File: config.mk
export PLATFORM = sky130hd
export DESIGN_NAME = mii_rx_deframer
export DESIGN_NICKNAME = d
export VERILOG_FILES = /design/src/rtl/mii_rx_pkg.sv /design/src/rtl/mii_nibble_align.sv /design/src/rtl/mii_crc_check.sv /design/src/rtl/mii_pad_gate.sv /design/src/rtl/mii_rx_deframer.sv
export SDC_FILE = /design/constraint.sdc
export NUM_CORES = 1
export LEC_CHECK = 0
export BUFFER_PORTS_ARGS = -buffer_cell sky130_fd_sc_hd__buf_2
export CAP_MARGIN = 20
export CORE_UTILIZATION = 25
export CTS_CLUSTER_SIZE = 30
export DETAILED_ROUTE_END_ITERATION = 16
export GPL_TIMING_DRIVEN = 0
export PLACE_DENSITY = 0.41
export SLEW_MARGIN = 30
export SYNTH_ARGS = -nofsm -noshare
export SYNTH_HDL_FRONTEND = slang
export SYNTH_SLANG_ARGS = --single-unit
export TNS_END_PERCENT = 50
File: constraint.sdc
create_clock -name clk_i -period 5.94 [get_ports clk_i]
set_input_delay 0.297 -clock clk_i [delete_from_list [all_inputs] [get_ports clk_i]]
set_output_delay 0.297 -clock clk_i [all_outputs]
set_load 0.05 [all_outputs]
File: src/rtl/mii_rx_pkg.sv
package mii_rx_pkg;
  typedef enum logic [1:0] {ST_IDLE, ST_HUNT, ST_BODY} rx_state_e;

  localparam logic [3:0]  SFD_NIB       = 4'hD;
  localparam logic [31:0] CRC_POLY_REFL = 32'hEDB88320;
  localparam logic [31:0] RESIDUE_MSB   = 32'hC704DD7B;

  function automatic logic [31:0] crc_next(logic [31:0] c, logic [7:0] d);
    logic [31:0] r;
    r = c ^ {24'd0, d};
    for (int i = 0; i < 8; i++) r = r[0] ? ((r >> 1) ^ CRC_POLY_REFL) : (r >> 1);
    return r;
  endfunction

  function automatic logic [31:0] rev32(logic [31:0] v);
    logic [31:0] r;
    for (int i = 0; i < 32; i++) r[i] = v[31-i];
    return r;
  endfunction
endpackage

File: src/rtl/mii_nibble_align.sv
module mii_nibble_align
  import mii_rx_pkg::*;
(
  input  logic       clk_i,
  input  logic       rst_ni,
  input  logic [3:0] rxd_i,
  input  logic       rx_dv_i,
  input  logic       sfd_first_i,
  output logic       start_o,
  output logic       byte_vld_o,
  output logic [7:0] byte_o,
  output logic       end_o,
  output logic       odd_o
);
  rx_state_e  state_q;
  logic       half_q;
  logic [3:0] low_q;

  always_ff @(posedge clk_i or negedge rst_ni) begin
    if (!rst_ni) begin
      state_q    <= ST_IDLE;
      half_q     <= 1'b0;
      low_q      <= '0;
      start_o    <= 1'b0;
      byte_vld_o <= 1'b0;
      byte_o     <= '0;
      end_o      <= 1'b0;
      odd_o      <= 1'b0;
    end else begin
      start_o    <= 1'b0;
      byte_vld_o <= 1'b0;
      end_o      <= 1'b0;
      if (!rx_dv_i) begin
        if (state_q == ST_BODY) begin
          end_o <= 1'b1;
          odd_o <= half_q;
        end
        state_q <= ST_IDLE;
        half_q  <= 1'b0;
      end else begin
        unique case (state_q)
          ST_IDLE: begin
            // first nibble of the burst: taken as SFD in the no-preamble mode
            if (sfd_first_i || rxd_i == SFD_NIB) begin
              state_q <= ST_BODY;
              start_o <= 1'b1;
            end else begin
              state_q <= ST_HUNT;
            end
          end
          ST_HUNT: begin
            if (rxd_i == SFD_NIB) begin
              state_q <= ST_BODY;
              start_o <= 1'b1;
            end
          end
          ST_BODY: begin
            if (!half_q) begin
              low_q  <= rxd_i;
              half_q <= 1'b1;
            end else begin
              byte_o     <= {rxd_i, low_q};
              byte_vld_o <= 1'b1;
              half_q     <= 1'b0;
            end
          end
          default: state_q <= ST_IDLE;
        endcase
      end
    end
  end

  p_byte_needs_dv_r3: assert property (@(posedge clk_i) disable iff (!rst_ni)
    byte_vld_o |-> $past(rx_dv_i));
  p_end_after_drop_r10: assert property (@(posedge clk_i) disable iff (!rst_ni)
    end_o |-> ($past(!rx_dv_i) && !byte_vld_o));
  p_sfd_first_r2: assert property (@(posedge clk_i) disable iff (!rst_ni)
    (state_q == ST_IDLE && rx_dv_i && sfd_first_i) |=> start_o);
  p_start_single_r1: assert property (@(posedge clk_i) disable iff (!rst_ni)
    start_o |=> !start_o);
endmodule

File: src/rtl/mii_crc_check.sv
module mii_crc_check
  import mii_rx_pkg::*;
(
  input  logic       clk_i,
  input  logic       rst_ni,
  input  logic       start_i,
  input  logic       byte_vld_i,
  input  logic [7:0] byte_i,
  output logic       crc_ok_o
);
  localparam logic [31:0] RESIDUE_REFL = rev32(RESIDUE_MSB);

  logic [31:0] crc_q;

  always_ff @(posedge clk_i or negedge rst_ni) begin
    if (!rst_ni)         crc_q <= '1;
    else if (start_i)    crc_q <= '1;
    else if (byte_vld_i) crc_q <= crc_next(crc_q, byte_i);
  end

  assign crc_ok_o = (crc_q == RESIDUE_REFL);

  p_crc_hold_r7: assert property (@(posedge clk_i) disable iff (!rst_ni)
    (!start_i && !byte_vld_i) |=> $stable(crc_q));
endmodule

File: src/rtl/mii_pad_gate.sv
module mii_pad_gate #(
  parameter int CNT_W     = 16,
  parameter int HDR_BYTES = 14,
  parameter int MIN_DATA  = 46,
  parameter int LEN_OFS   = 12
) (
  input  logic             clk_i,
  input  logic             rst_ni,
  input  logic             start_i,
  input  logic             byte_vld_i,
  input  logic [7:0]       byte_i,
  input  logic             strip_en_i,
  output logic             out_valid_o,
  output logic [7:0]       out_data_o,
  output logic [CNT_W-1:0] count_o
);
  localparam logic [CNT_W-1:0] LEN_HI_IDX = CNT_W'(LEN_OFS);
  localparam logic [CNT_W-1:0] LEN_LO_IDX = CNT_W'(LEN_OFS + 1);

  logic [CNT_W-1:0] cnt_q;
  logic [15:0]      len_q;
  logic             past_hdr, short_len, beyond, fwd;

  assign past_hdr  = 32'(cnt_q) >= 32'(HDR_BYTES);
  assign short_len = len_q < 16'(MIN_DATA);
  assign beyond    = 32'(cnt_q) >= (32'(HDR_BYTES) + 32'(len_q));
  assign fwd       = !(strip_en_i && past_hdr && short_len && beyond);

  always_ff @(posedge clk_i or negedge rst_ni) begin
    if (!rst_ni) begin
      cnt_q       <= '0;
      len_q       <= '1;
      out_valid_o <= 1'b0;
      out_data_o  <= '0;
    end else begin
      out_valid_o <= 1'b0;
      if (start_i) begin
        cnt_q <= '0;
        len_q <= '1;
      end else if (byte_vld_i) begin
        if (cnt_q == LEN_HI_IDX) len_q[15:8] <= byte_i;
        if (cnt_q == LEN_LO_IDX) len_q[7:0]  <= byte_i;
        if (cnt_q != '1) cnt_q <= cnt_q + 1'b1;
        out_valid_o <= fwd;
        out_data_o  <= byte_i;
      end
    end
  end

  assign count_o = cnt_q;

  p_hdr_always_r3: assert property (@(posedge clk_i) disable iff (!rst_ni)
    (byte_vld_i && !start_i && !past_hdr) |=> out_valid_o);
  p_nostrip_all_r6: assert property (@(posedge clk_i) disable iff (!rst_ni)
    (byte_vld_i && !start_i && !strip_en_i) |=> out_valid_o);
  p_long_len_r5: assert property (@(posedge clk_i) disable iff (!rst_ni)
    (byte_vld_i && !start_i && past_hdr && len_q >= 16'(MIN_DATA)) |=> out_valid_o);
  p_cnt_step_r10: assert property (@(posedge clk_i) disable iff (!rst_ni)
    (byte_vld_i && !start_i && cnt_q != '1) |=> (cnt_q == $past(cnt_q) + 1'b1));
endmodule

File: src/rtl/mii_rx_deframer.sv
module mii_rx_deframer #(
  parameter int CNT_W     = 16,
  parameter int MIN_FRAME = 64,
  parameter int MIN_DATA  = 46,
  parameter int HDR_BYTES = 14,
  parameter int LEN_OFS   = 12
) (
  input  logic             clk_i,
  input  logic             rst_ni,
  input  logic [3:0]       rxd_i,
  input  logic             rx_dv_i,
  input  logic             sfd_first_i,
  input  logic             strip_en_i,
  output logic             wr_valid_o,
  output logic [7:0]       wr_data_o,
  output logic             eof_o,
  output logic             crc_err_o,
  output logic             runt_o,
  output logic             align_err_o,
  output logic [CNT_W-1:0] byte_cnt_o
);
  logic             start, byte_vld, frame_end, odd, crc_ok;
  logic [7:0]       byte_d;
  logic [CNT_W-1:0] cnt;

  mii_nibble_align u_align (
    .clk_i, .rst_ni, .rxd_i, .rx_dv_i, .sfd_first_i,
    .start_o(start), .byte_vld_o(byte_vld), .byte_o(byte_d),
    .end_o(frame_end), .odd_o(odd)
  );

  mii_crc_check u_crc (
    .clk_i, .rst_ni, .start_i(start), .byte_vld_i(byte_vld),
    .byte_i(byte_d), .crc_ok_o(crc_ok)
  );

  mii_pad_gate #(
    .CNT_W(CNT_W), .HDR_BYTES(HDR_BYTES), .MIN_DATA(MIN_DATA), .LEN_OFS(LEN_OFS)
  ) u_gate (
    .clk_i, .rst_ni, .start_i(start), .byte_vld_i(byte_vld), .byte_i(byte_d),
    .strip_en_i, .out_valid_o(wr_valid_o), .out_data_o(wr_data_o), .count_o(cnt)
  );

  always_ff @(posedge clk_i or negedge rst_ni) begin
    if (!rst_ni) begin
      eof_o       <= 1'b0;
      crc_err_o   <= 1'b0;
      runt_o      <= 1'b0;
      align_err_o <= 1'b0;
      byte_cnt_o  <= '0;
    end else begin
      eof_o <= frame_end;
      if (frame_end) begin
        crc_err_o   <= !crc_ok;
        runt_o      <= 32'(cnt) < 32'(MIN_FRAME);
        align_err_o <= odd;
        byte_cnt_o  <= cnt;
      end
    end
  end

  p_eof_single_r10: assert property (@(posedge clk_i) disable iff (!rst_ni)
    eof_o |=> !eof_o);
  p_idle_quiet_r11: assert property (@(posedge clk_i) disable iff (!rst_ni)
    ($past(!rx_dv_i) && $past(!rx_dv_i, 2)) |-> !wr_valid_o);
  p_runt_match_r8: assert property (@(posedge clk_i) disable iff (!rst_ni)
    eof_o |-> (runt_o == (32'(byte_cnt_o) < 32'(MIN_FRAME))));
  p_status_hold_r10: assert property (@(posedge clk_i) disable iff (!rst_ni)
    !$past(frame_end) |-> ($stable(crc_err_o) && $stable(byte_cnt_o)));
endmodule

* After elaboration in Yosys (flattened, before gate mapping)
Index checks and enable logic that the tools add are counted.
** Word-level totals
- Bits of input ports :: 9
- Register bits after elaboration :: 112
- Word-level logic and storage cells :: 101
- Output and inout bits :: 29
** Operators by class
- Multiplexer cells :: 35
- Add/sub/neg operators :: 2
- Reductions and logical operators :: 19
- Equality and inequality tests :: 10
- Bitwise logic cells :: 12
- Order comparisons :: 4
** Operators with widths (count)
- $mux W32 :: 10
- $not A13 Y14 :: 8
- $mux W16 :: 5
- $eq A16 B4 Y1 const B :: 2
- $eq A32 B32 Y1 const B :: 1
- $ge A16 B32 Y1 :: 1
- $xor A32 B8 Y32 :: 1
- $add A4 B16 Y17 const A :: 1
- $add A16 B1 Y16 const B :: 1
- $ge A16 B4 Y1 const B :: 1
- $lt A16 B6 Y1 const B :: 1
- $lt A16 B7 Y1 const B :: 1
- $mux W8 :: 2
- $ne A16 B16 Y1 const B :: 1
- $mux W1 :: 13
- $reduce_and A2 Y1 :: 6
- $reduce_bool A2 Y1 :: 4
- $mux W2 :: 3
- $pmux W2 S3 :: 1
- $reduce_and A3 Y1 :: 2
- $eq A4 B4 Y1 const B :: 1
- $logic_and A1 B1 Y1 :: 3
- $ne A3 B2 Y1 const B :: 1
- $not A1 Y1 :: 3
- other kinds (8) :: 9

* Logic depth before layout (Yosys ltp)
- Depth in word-level cells :: 19
- Gate-level depth with buffers :: 14
- Gate-level depth less buffers :: 14

* Cells and area by module
A second synthesis with hierarchy kept.
** Unflattened totals
- Cell total of the unflattened synthesis :: 570
- Area, all modules :: 6402.4 um^2
** Modules (own cells, without submodules)
- mii_pad_gate :: seq. area each 1046.0 um^2, cells an instance 278, area an instance 2633.8 um^2, times used 1
- mii_crc_check :: seq. area each 840.8 um^2, cells an instance 197, area an instance 2208.4 um^2, times used 1
- mii_rx_deframer :: seq. area each 500.5 um^2, cells an instance 47, area an instance 823.3 um^2, times used 1
- mii_nibble_align :: seq. area each 475.5 um^2, cells an instance 48, area an instance 737.0 um^2, times used 1

* Worst setup path after synthesis
Ideal clock, no wire load.
- Path type :: register to register
- Start :: register u_gate.len_q[1]
- End :: register u_gate.out_valid_o
- Setup slack :: 3362 ps
- Data required time :: 5861 ps
- Data arrival time :: 2499 ps
- Setup time :: 79 ps
- Buffers on the path :: 0
- Cell stages (with the launch flop) :: 15
- Period minus slack after synthesis :: 2578 ps
- Cell sequence :: dfstp_2 > inv_1 > ha_1 > nand2b_1 > and3_1 > nand2_1 > nor2_1 > nand3_1 > xor2_1 > ha_1 > a21o_1 > a21o_1 > a21oi_1 > o211ai_1 > a21oi_1
** On the way
- Cells in the longest elaborated chain, start to end :: 6
- Elaborated cells between the ends (all ways) :: 8
- Those cells by class :: add/sub (1); order compare (2); mux (2); reduce/logical (3)
** RTL lines
- start, declared :: line mii_pad_gate.sv:21 : logic [15:0] len_q;
- start signal, assigned :: line mii_pad_gate.sv:42 : if (cnt_q == LEN_LO_IDX) len_q[7:0] <= byte_i;
- $add A4 B16 Y17 / $lt A16 B6 Y1 (equally long branches) :: line mii_pad_gate.sv:26, mii_pad_gate.sv:25
- $ge A16 B32 Y1 / $logic_and A1 B1 Y1 (equally long branches) :: line mii_pad_gate.sv:26, mii_pad_gate.sv:27
- $logic_and A1 B1 Y1 (*) :: line mii_pad_gate.sv:27 : assign fwd = !(strip_en_i && past_hdr && short_len && beyond);
- $logic_not A1 Y1 (*) :: line mii_pad_gate.sv:27
- $mux W1 (*) :: line mii_pad_gate.sv:40 : end else if (byte_vld_i) begin
- $mux W1 (*) :: line mii_pad_gate.sv:37 : if (start_i) begin
- end signal, assigned :: line mii_pad_gate.sv:44 : out_valid_o <= fwd;
- end, declared :: line mii_pad_gate.sv:13 : output logic out_valid_o,
Every way passes the cells marked *; elsewhere a longest branch is shown, timed or not.
A chain may end at the register's enable or synchronous reset.

* Worst setup path in the final report
Same ends and word-level chain as after synthesis.

==> out/metrics.yaml <==
worst_setup_path:
  path_buf_inv: 1
  worstPathCellList: "inv_1 -> ha_1 -> nand2b_1 -> and3_1 -> nand2_1 -> nor2_1 -> nand3_1 -> xor2_1 -> ha_1 -> a21o_1 -> a21o_1 -> a21oi_1 -> o211ai_1 -> a21oi_1"
  cp_top_family: "compound AO/OA/AOI/OAI gates"
  cp_slowest_cell: "dfstp_2"
  cp.arrival_ps: 3180
  crit_path_start_kind: "flop"
  critPathMaxFanout: 5
  crit_required_ps: 6210
  path_class: "flop to flop"
  max_stage_delay_ps: 570
  crit_path_end_kind: "flop"
clock_tree:
  cts_tree: "done"
  clk_pin_slew_ps: 70
  cts.path.max_buffers: 2
  cts-hold-fix-buffers: 1
  cts_root_buf: "clkbuf_16"
  clk_latency_ps: 360
  cts_sinks: 112
  post-cts-setup-buffers: 0
  cts-buffers-inserted: 9
  ctsResizeCount: 0
  cts_max_level: 3
yosys:
  synth_area_um2: 6060
  yosysSeqAreaShare_pct: 47.3
  syn-instance-count: 530
  ys_ff_latch: 112
  synth.area.top_cells: "dfrtp_1, dfstp_2, xnor2_1, mux2_2, a211o_1"
  synth-edff-count: 0
  yosys.area.top_type_share_pct: 26.4
  synthTopCellsByCount: "dfrtp_1, xnor2_1, nor2_1"
  synth_nets: 560
  async_flop_share_pct: 100
  yosysMostFrequentCell: "dfrtp_1"
  ys_types: 46
  yosysTopAreaCell: "dfrtp_1"
  avgSynthCellArea_um2: 11.4
  yosys_warnings: 0
  synth_flop_cell: "dfrtp_1"
layout:
  nets: 610
  multiInputGateArea_um2: 3070
  syn_to_final_growth_pct: 15.6
  antennaDiodeCount: 0
  drive_gt1_share_pct: 27.0
  regArea_um2: 2860
  finalNonFillerCells: 904
  fill_cells: 2469
place:
  place_congestion: 0.768
  dp_cells: 887
  dp_hpwl_um: 10600
  io_buffers: 37
grt:
  grt_max_degree: 72
  grt_pass1_wl_um: 23900
  grt_use_total_pct: 12.7
  antenna_found_initial: 0
  grt_overflow: 0
  grt_pass1_vias: 4348
floorplanning:
  initial_core_util_pct: 25.6
  die_h_um: 158
  coreArea_um2: 23600
  num_rows: 56
  die_x_um: 158
  ioPinCount: 38
  dieArea_um2: 24900
sta:
  rsz0062_at_grt: "no"
  worstMarginPinSlew_ps: 945
  finClkSkew_ps: 8.76
  period_share_pct: 49.1
  drv_slew: 0
  finalSetupViolations: 0
  hold_viol_final: 0
  max_slew_margin_pct: 37.0
  finalCriticalPeriod_ps: 2920
  timing.fmax_mhz: 343
  tns_ps: 0
power:
  p_switching_w: 0.00118
  combPwrFrac_pct: 46.0
  p_per_area_nw_per_um2: 439
  seqPwrFrac_pct: 33.1
  p_leak_nw: 3.09
  power_w: 0.00307
  power_frac_clock_pct: 20.9
  power_switching_share_pct: 38.6
  p_int_w: 0.00189
  ir_drop_uv: 233
routing:
  vias: 4133
  drc_errors: 0
  ant_nets: 0
  drt_iter0_markers: 151
  drt_first_pass_iters: 4
  drt-total-wl_um: 14400
  wl_per_cell_um: 15.9
  post_drt_via_cell_ratio: 4.57
status:
  status: "finished, final reports clean"
worst_hold_path:
  hold_class: "primary input to flop"
flow_run:
  cap_viol_max_count: 0
## per-stage QoR
step           area [um2]  utilization, %  setup slack (ps)  hold slack, ps
2_1_floorplan        6060               -              3360            1.41
3_3_place_gp         6640            28.1              3020             415
4_1_cts              7000            29.6              2990             167
3_5_place_dp         6680            28.3              3020             205
6_report             7000            29.6              3020             188
5_1_grt              7000            29.6              2790             187
## worst reg2reg max path, cell delays in order (launching register included)
cell and delay (ps):
dfstp_2 570, inv_1 50, ha_1 210, nand2b_1 90, and3_1 210, nand2_1 70, nor2_1 200, nand3_1 120
xor2_1 160, ha_1 290, a21o_1 160, a21o_1 170, a21oi_1 210, o211ai_1 120, a21oi_1 200
## flip-flops by register name, indices dropped and copies added, names as in the netlist
name                count
u_crc.crc_q            32
runt_o                  1
u_align.end_o           1
u_align.low_q           4
u_gate.count_o         16
align_err_o             1
u_gate.len_q           16
u_gate.out_valid_o      1
u_align.byte_o          8
u_align.half_q          1
u_gate.out_data_o       8
u_align.state_q         2
eof_o                   1
crc_err_o               1
u_align.byte_vld_o      1
u_align.odd_o           1
u_align.start_o         1
byte_cnt_o             16
## metal layers
| layer | GRT usage (%) | vias up | share of wire [%] |
|---|---|---|---|
| li1 | - | 1982 | - |
| met1 | 16.4 | 2084 | 48 |
| met2 | 21.3 | 56 | 48 |
| met3 | 2.46 | 11 | 2.7 |
| met4 | 3.88 | 0 | 1.3 |
| met5 | 0 | - | 0 |
## logic make-up after synthesis
| logic type | synth area share [%] |
|---|---|
| AND/OR/NAND/NOR | 12.9 |
| flip-flops | 47.3 |
| XOR/XNOR | 16.4 |
| AO/OA/AOI/OAI | 9.83 |
| multiplexers | 7.23 |
| buffers and inverters | 2.05 |
| adder cells (fa/ha/maj) | 4.34 |
## power groups by stage
stage / logic (W) / registers, W / clock network (W)
5_1_grt: 0.00153 / 0.00103 / 0.000700
2_1_floorplan: 0.00110 / 0.00104 / 0
3_5_place_dp: 0.00141 / 0.00103 / 0
6_report: 0.00141 / 0.00102 / 0.000643
4_1_cts: 0.00143 / 0.00102 / 0.000674
3_3_place_gp: 0.00143 / 0.00103 / 0
## worst paths after layout
kind / slack [ps] / cells after the start / to / from
max reg2reg: 3020 / 14 / u_gate.out_valid_o$_DFF_PN0_ / u_gate.len_q[1]$_DFFE_PN1P_
max: 3020 / 14 / u_gate.out_valid_o$_DFF_PN0_ / u_gate.len_q[1]$_DFFE_PN1P_
min: 190 / 2 / u_align.end_o$_DFF_PN0_ / rx_dv_i
max in group asynchronous: 4840 / 3 / u_crc.crc_q[9]$_DFFE_PN1P_ / rst_ni
min in group asynchronous: 410 / 2 / byte_cnt_o[14]$_DFFE_PN0P_ / rst_ni
min reg2reg: 420 / 0 / eof_o$_DFF_PN0_ / u_align.end_o$_DFF_PN0_
## area by class of cell
type	count	share of cell area, %
plain buffers	22	1.23
clock buffers	10	3.41
clock inverters	6	1.05
inverters	10	0.536
multi-input cells	386	43.8
flip-flops and latches	112	40.9
well taps	319	5.70
repair buffers	39	3.32
## cell usage in the layout, fill, tap and decap left out, types with 7 or more instances in the layout
cell type | Yosys | routed
a211o_1 | 47 | 47
a21oi_1 | 10 | 10
and3_1 | 19 | 19
buf_2 | 3 | 39
clkbuf_1 | 19 | 19
clkbuf_16 | 0 | 9
dfrtp_1 | 64 | 64
dfstp_2 | 48 | 48
ha_1 | 21 | 21
inv_1 | 9 | 9
mux2_2 | 38 | 38
nand2_1 | 13 | 13
nand3_1 | 11 | 11
nand4_1 | 14 | 14
nor2_1 | 51 | 51
xnor2_1 | 52 | 52
xnor2_2 | 7 | 7
xor2_1 | 39 | 39
Note: power is estimated with default switching activity, not from simulation.
